[config.mk]
export PLATFORM = sky130hd
export DESIGN_NAME = da_fir_serial
export DESIGN_NICKNAME = d
export VERILOG_FILES = /design/src/rtl/da_fir_pkg.sv /design/src/rtl/da_fir_skew.sv /design/src/rtl/da_fir_table.sv /design/src/rtl/da_fir_accum.sv /design/src/rtl/da_fir_serial.sv
export SDC_FILE = /design/constraint.sdc
export NUM_CORES = 1
export LEC_CHECK = 0
export CORE_MARGIN = 4
export CORE_UTILIZATION = 50
export CTS_CLUSTER_SIZE = 12
export DETAILED_ROUTE_END_ITERATION = 10
export HOLD_SLACK_MARGIN = 0.12
export MAX_ROUTING_LAYER = met4
export PLACE_DENSITY = 0.69
export RECOVER_POWER = 100
export SLEW_MARGIN = 40
export SYNTH_ARGS = -nofsm -noshare
export SYNTH_HDL_FRONTEND = slang
export SYNTH_HIERARCHICAL = 1
export SYNTH_SLANG_ARGS = --single-unit
[constraint.sdc]
create_clock -name clk -period 6.11 [get_ports clk]
set_clock_uncertainty 0.15 [all_clocks]
set_input_delay 1.5275 -clock clk [delete_from_list [all_inputs] [get_ports clk]]
set_output_delay 1.5275 -clock clk [all_outputs]
set_load 0.03 [all_outputs]
[src/rtl/da_fir_pkg.sv]
`timescale 1ns/1ps
package da_fir_pkg;

  // ceiling of a/b for positive operands
  function automatic int ceil_div(input int a, input int b);
    return (a + b - 1) / b;
  endfunction

  // number of table address lines: one per tap, or one per mirrored pair
  function automatic int addr_lines(input int ntaps, input int sym);
    return (sym != 0) ? (ntaps + 1) / 2 : ntaps;
  endfunction

  // bit clocks needed per sample
  function automatic int steps_per_sample(input int data_w, input int sym);
    return (sym != 0) ? data_w + 1 : data_w;
  endfunction

endpackage

[src/rtl/da_fir_skew.sv]
`timescale 1ns/1ps
// Time-skew line plus bit selection and optional serial pre-adders.
module da_fir_skew #(
  parameter int DATA_W    = 8,
  parameter int NTAPS     = 8,
  parameter int SYMMETRIC = 1,
  parameter int NADDR     = 4,
  parameter int STEP_W    = 4
) (
  input  logic              clk,
  input  logic              rst_n,
  input  logic              shift_en,
  input  logic [DATA_W-1:0] din,
  input  logic              adv,
  input  logic [STEP_W-1:0] step,
  output logic [NADDR-1:0]  addr
);

  localparam int BW = (DATA_W > 1) ? $clog2(DATA_W) : 1;
  localparam logic [STEP_W-1:0] SIGN_POS = STEP_W'(DATA_W - 1);

  logic [DATA_W-1:0] line [NTAPS];
  logic [BW-1:0]     bsel;
  logic              first;

  always_ff @(posedge clk) begin
    if (!rst_n) begin
      for (int i = 0; i < NTAPS; i++) line[i] <= '0;
    end else if (shift_en) begin
      line[0] <= din;
      for (int i = 1; i < NTAPS; i++) line[i] <= line[i-1];
    end
  end

  // beyond the sign position the sign bit repeats (sign extension)
  always_comb begin
    if (step > SIGN_POS) bsel = BW'(DATA_W - 1);
    else                 bsel = step[BW-1:0];
  end

  assign first = (step == '0);

  generate
    if (SYMMETRIC != 0) begin : g_sym
      for (genvar p = 0; p < NADDR; p++) begin : g_pair
        logic a_bit, b_bit, cin, carry_q;
        assign a_bit = line[p][bsel];
        if (NTAPS - 1 - p != p) begin : g_two
          assign b_bit = line[NTAPS-1-p][bsel];
        end else begin : g_mid
          assign b_bit = 1'b0;
        end
        assign cin     = first ? 1'b0 : carry_q;
        assign addr[p] = a_bit ^ b_bit ^ cin;
        always_ff @(posedge clk) begin
          if (!rst_n)   carry_q <= 1'b0;
          else if (adv) carry_q <= (a_bit & b_bit) | (a_bit & cin) | (b_bit & cin);
        end
      end
    end else begin : g_plain
      for (genvar p = 0; p < NADDR; p++) begin : g_tap
        assign addr[p] = line[p][bsel];
      end
    end
  endgenerate

endmodule

[src/rtl/da_fir_table.sv]
`timescale 1ns/1ps
// One coefficient-sum lookup table covering LUT_IN address lines.
module da_fir_table #(
  parameter int LUT_IN = 4,
  parameter int COEF_W = 8,
  parameter int TAB_W  = 10,
  parameter int NADDR  = 4,
  parameter int NTAPS  = 8,
  parameter int BASE   = 0,
  parameter logic [NTAPS*COEF_W-1:0] COEF_VEC = '0
) (
  input  logic [LUT_IN-1:0]       addr,
  output logic signed [TAB_W-1:0] value
);

  localparam int DEPTH = 1 << LUT_IN;

  function automatic logic signed [TAB_W-1:0] entry(input int e);
    logic signed [TAB_W-1:0] s;
    logic signed [COEF_W-1:0] c;
    s = '0;
    for (int j = 0; j < LUT_IN; j++) begin
      if ((((e >> j) & 1) == 1) && (BASE + j < NADDR)) begin
        c = COEF_VEC[(BASE+j)*COEF_W +: COEF_W];
        s = s + TAB_W'(c);
      end
    end
    return s;
  endfunction

  logic signed [TAB_W-1:0] rom [DEPTH];

  generate
    for (genvar e = 0; e < DEPTH; e++) begin : g_ent
      localparam logic signed [TAB_W-1:0] VAL = entry(e);
      assign rom[e] = VAL;
    end
  endgenerate

  assign value = rom[addr];

endmodule

[src/rtl/da_fir_accum.sv]
`timescale 1ns/1ps
// Shift-right accumulator: each partial enters at the top, sign step subtracts.
module da_fir_accum #(
  parameter int SUM_W = 11,
  parameter int RES_W = 21,
  parameter int STEPS = 9
) (
  input  logic                    clk,
  input  logic                    rst_n,
  input  logic                    adv,
  input  logic                    first,
  input  logic                    last,
  input  logic                    fin,
  input  logic signed [SUM_W-1:0] partial,
  output logic signed [RES_W-1:0] result
);

  logic signed [RES_W-1:0] acc, base, ext, term, nxt;

  always_comb begin
    base = first ? '0 : acc;
    ext  = RES_W'(partial);
    term = last ? -ext : ext;
    nxt  = (base >>> 1) + (term <<< (STEPS - 1));
  end

  always_ff @(posedge clk) begin
    if (!rst_n) begin
      acc    <= '0;
      result <= '0;
    end else begin
      if (adv) acc <= nxt;
      if (fin) result <= nxt;
    end
  end

  // the scaling never drops a set bit when it shifts right
  a_r3_exact_shift: assert property (@(posedge clk) disable iff (!rst_n)
    (adv && !first) |-> (acc[0] == 1'b0));

endmodule

[src/rtl/da_fir_serial.sv]
`timescale 1ns/1ps
module da_fir_serial #(
  parameter int DATA_W    = 8,
  parameter int NTAPS     = 8,
  parameter int COEF_W    = 8,
  parameter int SYMMETRIC = 1,
  parameter int LUT_IN    = 4,
  parameter logic [NTAPS*COEF_W-1:0] COEF_VEC = 64'hFD050C14140C05FD,
  localparam int NADDR  = da_fir_pkg::addr_lines(NTAPS, SYMMETRIC),
  localparam int NTAB   = da_fir_pkg::ceil_div(NADDR, LUT_IN),
  localparam int STEPS  = da_fir_pkg::steps_per_sample(DATA_W, SYMMETRIC),
  localparam int TAB_W  = COEF_W + $clog2(LUT_IN),
  localparam int SUM_W  = TAB_W + $clog2(NTAB) + 1,
  localparam int RES_W  = SUM_W + STEPS + 1
) (
  input  logic              clk,
  input  logic              rst_n,
  input  logic              s_valid,
  output logic              s_ready,
  input  logic [DATA_W-1:0] s_data,
  output logic              m_valid,
  input  logic              m_ready,
  output logic [RES_W-1:0]  m_data
);

  localparam int STEP_W = $clog2(STEPS + 1);
  localparam logic [STEP_W-1:0] LAST_STEP = STEP_W'(STEPS - 1);

  logic              busy;
  logic [STEP_W-1:0] step;
  logic              last, first, out_free, adv, fin, take;

  assign last     = (step == LAST_STEP);
  assign first    = (step == '0);
  assign out_free = !m_valid || m_ready;
  assign adv      = busy && (!last || out_free);
  assign fin      = busy && last && out_free;
  assign s_ready  = !busy || fin;
  assign take     = s_valid && s_ready;

  always_ff @(posedge clk) begin
    if (!rst_n) begin
      busy <= 1'b0;
      step <= '0;
    end else if (take) begin
      busy <= 1'b1;
      step <= '0;
    end else if (fin) begin
      busy <= 1'b0;
    end else if (adv) begin
      step <= step + 1'b1;
    end
  end

  always_ff @(posedge clk) begin
    if (!rst_n)                 m_valid <= 1'b0;
    else if (fin)               m_valid <= 1'b1;
    else if (m_valid && m_ready) m_valid <= 1'b0;
  end

  // ---- datapath ----
  logic [NADDR-1:0]       addr;
  logic [NTAB*LUT_IN-1:0] addr_pad;
  logic signed [TAB_W-1:0] tab_out [NTAB];
  logic signed [SUM_W-1:0] psum;
  logic signed [RES_W-1:0] res;

  da_fir_skew #(
    .DATA_W(DATA_W), .NTAPS(NTAPS), .SYMMETRIC(SYMMETRIC),
    .NADDR(NADDR), .STEP_W(STEP_W)
  ) u_skew (
    .clk(clk), .rst_n(rst_n), .shift_en(take), .din(s_data),
    .adv(adv), .step(step), .addr(addr)
  );

  always_comb begin
    addr_pad = '0;
    addr_pad[NADDR-1:0] = addr;
  end

  generate
    for (genvar g = 0; g < NTAB; g++) begin : g_tab
      da_fir_table #(
        .LUT_IN(LUT_IN), .COEF_W(COEF_W), .TAB_W(TAB_W), .NADDR(NADDR),
        .NTAPS(NTAPS), .BASE(g * LUT_IN), .COEF_VEC(COEF_VEC)
      ) u_table (
        .addr(addr_pad[g*LUT_IN +: LUT_IN]),
        .value(tab_out[g])
      );
    end
  endgenerate

  always_comb begin
    psum = '0;
    for (int g = 0; g < NTAB; g++) psum = psum + SUM_W'(tab_out[g]);
  end

  da_fir_accum #(.SUM_W(SUM_W), .RES_W(RES_W), .STEPS(STEPS)) u_accum (
    .clk(clk), .rst_n(rst_n), .adv(adv), .first(first), .last(last),
    .fin(fin), .partial(psum), .result(res)
  );

  assign m_data = res;

  // ---- assertions ----
  logic [STEP_W:0] lat;
  always_ff @(posedge clk) begin
    if (!rst_n)                    lat <= '0;
    else if (take)                 lat <= '0;
    else if (lat != '1)            lat <= lat + 1'b1;
  end

  // taking a sample closes the input for the next cycle
  a_r2_closed_after_take: assert property (@(posedge clk) disable iff (!rst_n)
    take |=> !s_ready);

  // a result never finishes before STEPS cycles of work
  a_r4_min_latency: assert property (@(posedge clk) disable iff (!rst_n)
    fin |-> (lat >= (STEP_W+1)'(STEPS - 1)));

  // held result stays put under back-pressure
  a_r5_hold: assert property (@(posedge clk) disable iff (!rst_n)
    (m_valid && !m_ready) |=> (m_valid && $stable(m_data)));

  // a taken result with nothing pending clears valid
  a_r9_single_beat: assert property (@(posedge clk) disable iff (!rst_n)
    (m_valid && m_ready && !busy) |=> !m_valid);

endmodule

== Word level (Yosys, flattened, before mapping) ==
Memory sizes are Yosys's and may differ from the RTL's.
Cells that the tools add are included.

* Register bits: 52
* RAM bits: 64
* Bits in read-only memories: 160
* Input port bits: 12
* Output and inout port bits: 23
* Word-level logic and storage cells: 114
* Memories: 2

{| class="wikitable"
|+ Memory list
! name !! depth !! width !! read ports !! clocked after memory_dff !! wr ports !! RTL line !! text
|-
| (name not given) || 16 || 10 || 1 || 0 || 0 || da_fir_table.sv:40 || <nowiki>assign value = rom[addr];</nowiki>
|-
| u_skew.line || 8 || 8 || 8 || 0 || 8 || da_fir_skew.sv:22 || <nowiki>logic [DATA_W-1:0] line [NTAPS];</nowiki>
|}

* Add/sub/neg operators: 3
* $lt $le $gt $ge: 3
* Equal/unequal tests: 1
* Muxes and demuxes: 41
* Bitwise logic cells: 39
* Reductions and logical operators: 16

{| class="wikitable"
|+ Operators with widths
! cell !! count
|-
| two-way mux 8 bit || 8
|-
| binary-select mux 1 bit (select 3 bit) || 8
|-
| adder 20 x 21 -> 21 bit || 1
|-
| two-way mux 21 bit || 1
|-
| two-way mux 1 bit || 20
|-
| two-way mux 10 bit || 2
|-
| bitwise OR 1 bit || 16
|-
| two-way mux 13 bit || 1
|-
| negation 10 -> 13 bit || 1
|-
| bitwise AND 1 bit || 12
|-
| XOR 1 bit || 8
|-
| >= comparator 5 bit, second input constant || 1
|-
| logical AND 1 bit || 5
|-
| inverter 4 -> 5 bit || 1
|-
| adder 4 x 1 -> 4 bit, second input constant || 1
|-
| equality test 4 bit, second input constant || 1
|-
| > comparator 4 x 3 -> 1 bit, second input constant || 1
|-
| zero test 4 bit || 1
|-
| less-than comparator 3 x 4 -> 1 bit, second input constant || 1
|-
| nonzero test 2 bit || 2
|-
| zero test 1 bit || 3
|-
| logical OR 1 bit || 3
|-
| two-way mux 3 bit || 1
|-
| inverter 1 bit || 2
|-
| other kinds (2) || 2
|}

== Longest topological paths before layout ==
* Depth after elaboration: 13
* Gate-level depth with buffers: 22
* Mapped depth without buffers: 19

== Modules after synthesis ==
The synthesis kept the hierarchy.

{| class="wikitable"
|+ By module, submodules not included
! module !! times used !! cells an instance !! area each (µm²) !! seq. area each (µm²)
|-
| da_fir_skew || 1 || 241 || 3,249.4 || 2,001.9
|-
| da_fir_accum || 1 || 299 || 2,573.7 || 820.8
|-
| da_fir_serial || 1 || 40 || 372.9 || 120.1
|-
| da_fir_table || 1 || 26 || 188.9 || 0.0
|}

== Worst setup path before layout ==
Ideal clock, no wire load.

* Path kind: register to register
* Start point: register step[0]
* End point: register u_accum.acc[19]
* Setup time: 0.158 ns
* Arrival: 5.045 ns
* Required time: 5.802 ns
* Slack: 0.756 ns
* Stages on the path, launching flop included: 19
* Path buffers: 2
* Period minus slack after synthesis: 5.354 ns
* Cells stage by stage: dfxtp_1 -> buf_4 -> buf_2 -> mux2_2 -> o21ai_0 -> a21oi_1 -> fa_1 -> inv_1 -> ha_1 -> mux2_4 -> o21a_1 -> or4_4 -> or2_2 -> o31ai_1 -> xnor2_1 -> ha_1 -> nand2_1 -> a2111oi_0 -> o311ai_0

{| class="wikitable"
|+ RTL lines
! item !! RTL line !! text
|-
| start, declared || da_fir_serial.sv:30 || <nowiki>logic [STEP_W-1:0] step;</nowiki>
|-
| start signal, assigned || da_fir_serial.sv:51 || <nowiki>step <= step + 1'b1;</nowiki>
|-
| end signal, assigned || da_fir_accum.sv:32 || <nowiki>if (adv) acc <= nxt;</nowiki>
|-
| end, declared || da_fir_accum.sv:18 || <nowiki>logic signed [RES_W-1:0] acc, base, ext, term, nxt;</nowiki>
|}

==> qor.csv <==
metric,value,unit
status,"finished, violations left",
violations,"capacitance limit, slew limit",
relSlewSlack,-0.0772,
synth_cells,606,
clkPwrFrac,0.438,
die_area,14600,µm²
ys_types,67,
ys_ff_latch,115,
p_comb_frac,0.162,
start_util,0.508,
pre_cts_slack,0.488,ns
grt_overflow,0,
dp_hpwl,8.57,mm
nFillCells,1049,
syn_area_per_cell,10.5,µm²
totalWireLength,12.8,mm
ant_nets,0,
finalCritPeriodShare,0.933,
first_pass_iters,5,
rows,41,
tightest_slew,1.62,ns
grt_setup_unrepaired,false,
hold_viol,0,
slew_violations,115,
routed_via_density,5.65,
antenna_found_initial,0,
clock_latency,0.42,ns
drc,0,
synth-edff-count,64,
cap_violations,2,
setup_ws,0.411,ns
drt_first_iter_violations,293,
synth_warnings,6,
area_growth,16.0,%
synthesis.area,6380,µm²
p_seq_frac,0.400,
hold_buffers,0,
worstSetupPathType,reg2reg,
max_freq,175,MHz
cts_tree,built,
die_y,121,µm
min_path_type,reg2reg,
synthesis.nets,643,
fin_nets,665,
htree_levels,4,
final_core_util,0.590,
ios,35,
p_sw,598,µW
internal_power,1.62,mW
core_area,12600,µm²
die_w,121,µm
cts.path.max_buffers,2,
required,6.27,ns
path_max_fanout,12,
route.vias.total,4591,
grt_max_degree,68,
grt_use_total,0.191,
clockRootBuffer,clkbuf_16,
port_buffers,34,
crit_arrival,5.86,ns
grt_pass1_vias,4641,
drive_gt1_frac,0.117,
gp_congestion,0.915,
grt_pass1_wl,21.7,mm
cp-start-kind,flop,
switching_share,0.270,
async_flop_share,0,
numCtsBuffers,17,
synthFlopType,edfxtp_1,
synth_seq_area_share,0.461,
ir_worst_vdd,0.189,mV
setup_tns,0,ns
critPathCaptureType,flop,
cts.repair.resized,0,
setup_viol,0,
antenna_cells,0,
power_density,299,nW/µm²
p_leak,2.97,nW
wl_per_cell,15.7,µm
clkTransAtPathRegs,0.06,ns
clock-sinks,115,
fin_crit,5.70,ns
postCtsSetupBuffers,0,
power groups by stage:
stage | Sequential (mW) | Combinational, mW | Clock [mW]
final | 0.886 | 0.359 | 0.971
after global routing | 0.890 | 0.399 | 1.02
after CTS | 0.885 | 0.368 | 0.989
after detailed placement | 0.900 | 0.365 | 0
after global placement | 0.899 | 0.356 | 0
after floorplan | 0.893 | 0.297 | 0
kinds of logic after synthesis:
family / after synthesis / share of synthesized area
compound gates: 117 / 0.124
xor+xnor: 14 / 0.0192
fa+ha+maj: 25 / 0.0549
flops: 115 / 0.461
simple gates: 228 / 0.212
mux: 43 / 0.0854
buf+inv: 64 / 0.0433
critical path, cell delays in order, from the launching register on:
cell       delay (ns)
dfxtp_1          0.39
buf_4            0.22
or2_0            0.21
mux4_2           0.47
nand2_1          0.08
o21ai_1          0.10
fa_1             0.60
inv_1            0.06
ha_1             0.22
mux2_4           0.27
o21a_1           0.22
or4_4            0.52
or2_2            0.34
o31ai_1          0.32
xnor2_1          0.13
ha_1             0.36
nand2_1          0.09
a2111oi_0        0.40
buf_4            0.20
o2111ai_1        0.10
o311ai_0         0.13
cells in the final DEF, fill, tap and decap left out, drive strengths merged, types with 6 or more instances in the layout:
master,instances
edfxtp,64
dfxtp,51
and3,48
nor2,34
o21ai,30
nor2b,29
a21oi,29
mux2i,26
dlygate4sd3,24
clkbuf,22
inv,21
ha,20
nand2b,19
and2,19
nand2,18
nand3,15
xnor2,12
nand3b,11
clkdlybuf4s50,9
buf,9
mux2,9
clkinv,9
o21a,8
mux4,8
or2,8
a211oi,7
nand4,6
a21o,6
cell usage after synthesis, types with 10 or more instances:
library cell	instances	area share
dfxtp_1	51	0.16
nand2b_1	19	0.019
and3_1	48	0.047
a21oi_1	29	0.023
mux2i_1	26	0.041
inv_1	18	0.011
nand2_1	18	0.011
nand3b_1	10	0.012
clkbuf_1	32	0.019
nor2_1	34	0.020
nand3_1	15	0.012
o21ai_0	24	0.019
nor2b_1	29	0.028
ha_1	20	0.039
and2_1	19	0.019
xnor2_1	12	0.016
edfxtp_1	64	0.30
per-stage QoR:
stage / power (mW) / hold WS (ns) / std cells / area (µm²)
floorplan: 1.19 / 0.295 / 606 / 6380
global placement: 1.26 / 0.306 / 781 / 6870
detailed placement: 1.27 / 0.308 / 781 / 6870
CTS: 2.24 / 0.318 / 813 / 7450
global route: 2.31 / 0.339 / 813 / 7410
finish: 2.22 / 0.317 / 813 / 7410
sequential cells by signal, indices dropped and copies added (netlist names):
name / cells
u_skew/line: 64
u_accum/result: 21
u_accum/acc: 20
step: 4
u_skew/g_sym.g_pair.carry_q: 4
busy: 1
m_valid: 1
layer usage:
layer	up-vias	share of wire	track usage	wire [µm]
met5	-	0	-	0
met4	0	0.015	0.0722	189
met3	21	0.037	0.0508	476
met2	94	0.49	0.299	6260
met1	2215	0.46	0.238	5870
li1	2261	-	-	-
final timing paths:
kind / from / endpoint / slack (ns) / depth (start not counted)
setup / recovery: step[3]$_SDFFE_PP0P_ / u_accum/acc[19]$_SDFFE_PN0P_ / 0.41 / 20
hold / removal: u_accum/acc[12]$_SDFFE_PN0P_ / u_accum/acc[12]$_SDFFE_PN0P_ / 0.32 / 2
setup reg to reg: step[3]$_SDFFE_PP0P_ / u_accum/acc[19]$_SDFFE_PN0P_ / 0.41 / 20
hold reg to reg: u_accum/acc[12]$_SDFFE_PN0P_ / u_accum/acc[12]$_SDFFE_PN0P_ / 0.32 / 2
layout make-up:
type | count | area (µm²) | area share
Tap cell | 172 | 215 | 0.0290
Clock inverter | 15 | 159 | 0.0214
Timing Repair Buffer | 47 | 430 | 0.0581
Multi-Input combinational cell | 427 | 3160 | 0.427
Clock buffer | 17 | 425 | 0.0574
Sequential cell | 115 | 2940 | 0.397
Inverter | 20 | 76.3 | 0.0103
(Power assumes the default switching activity.)
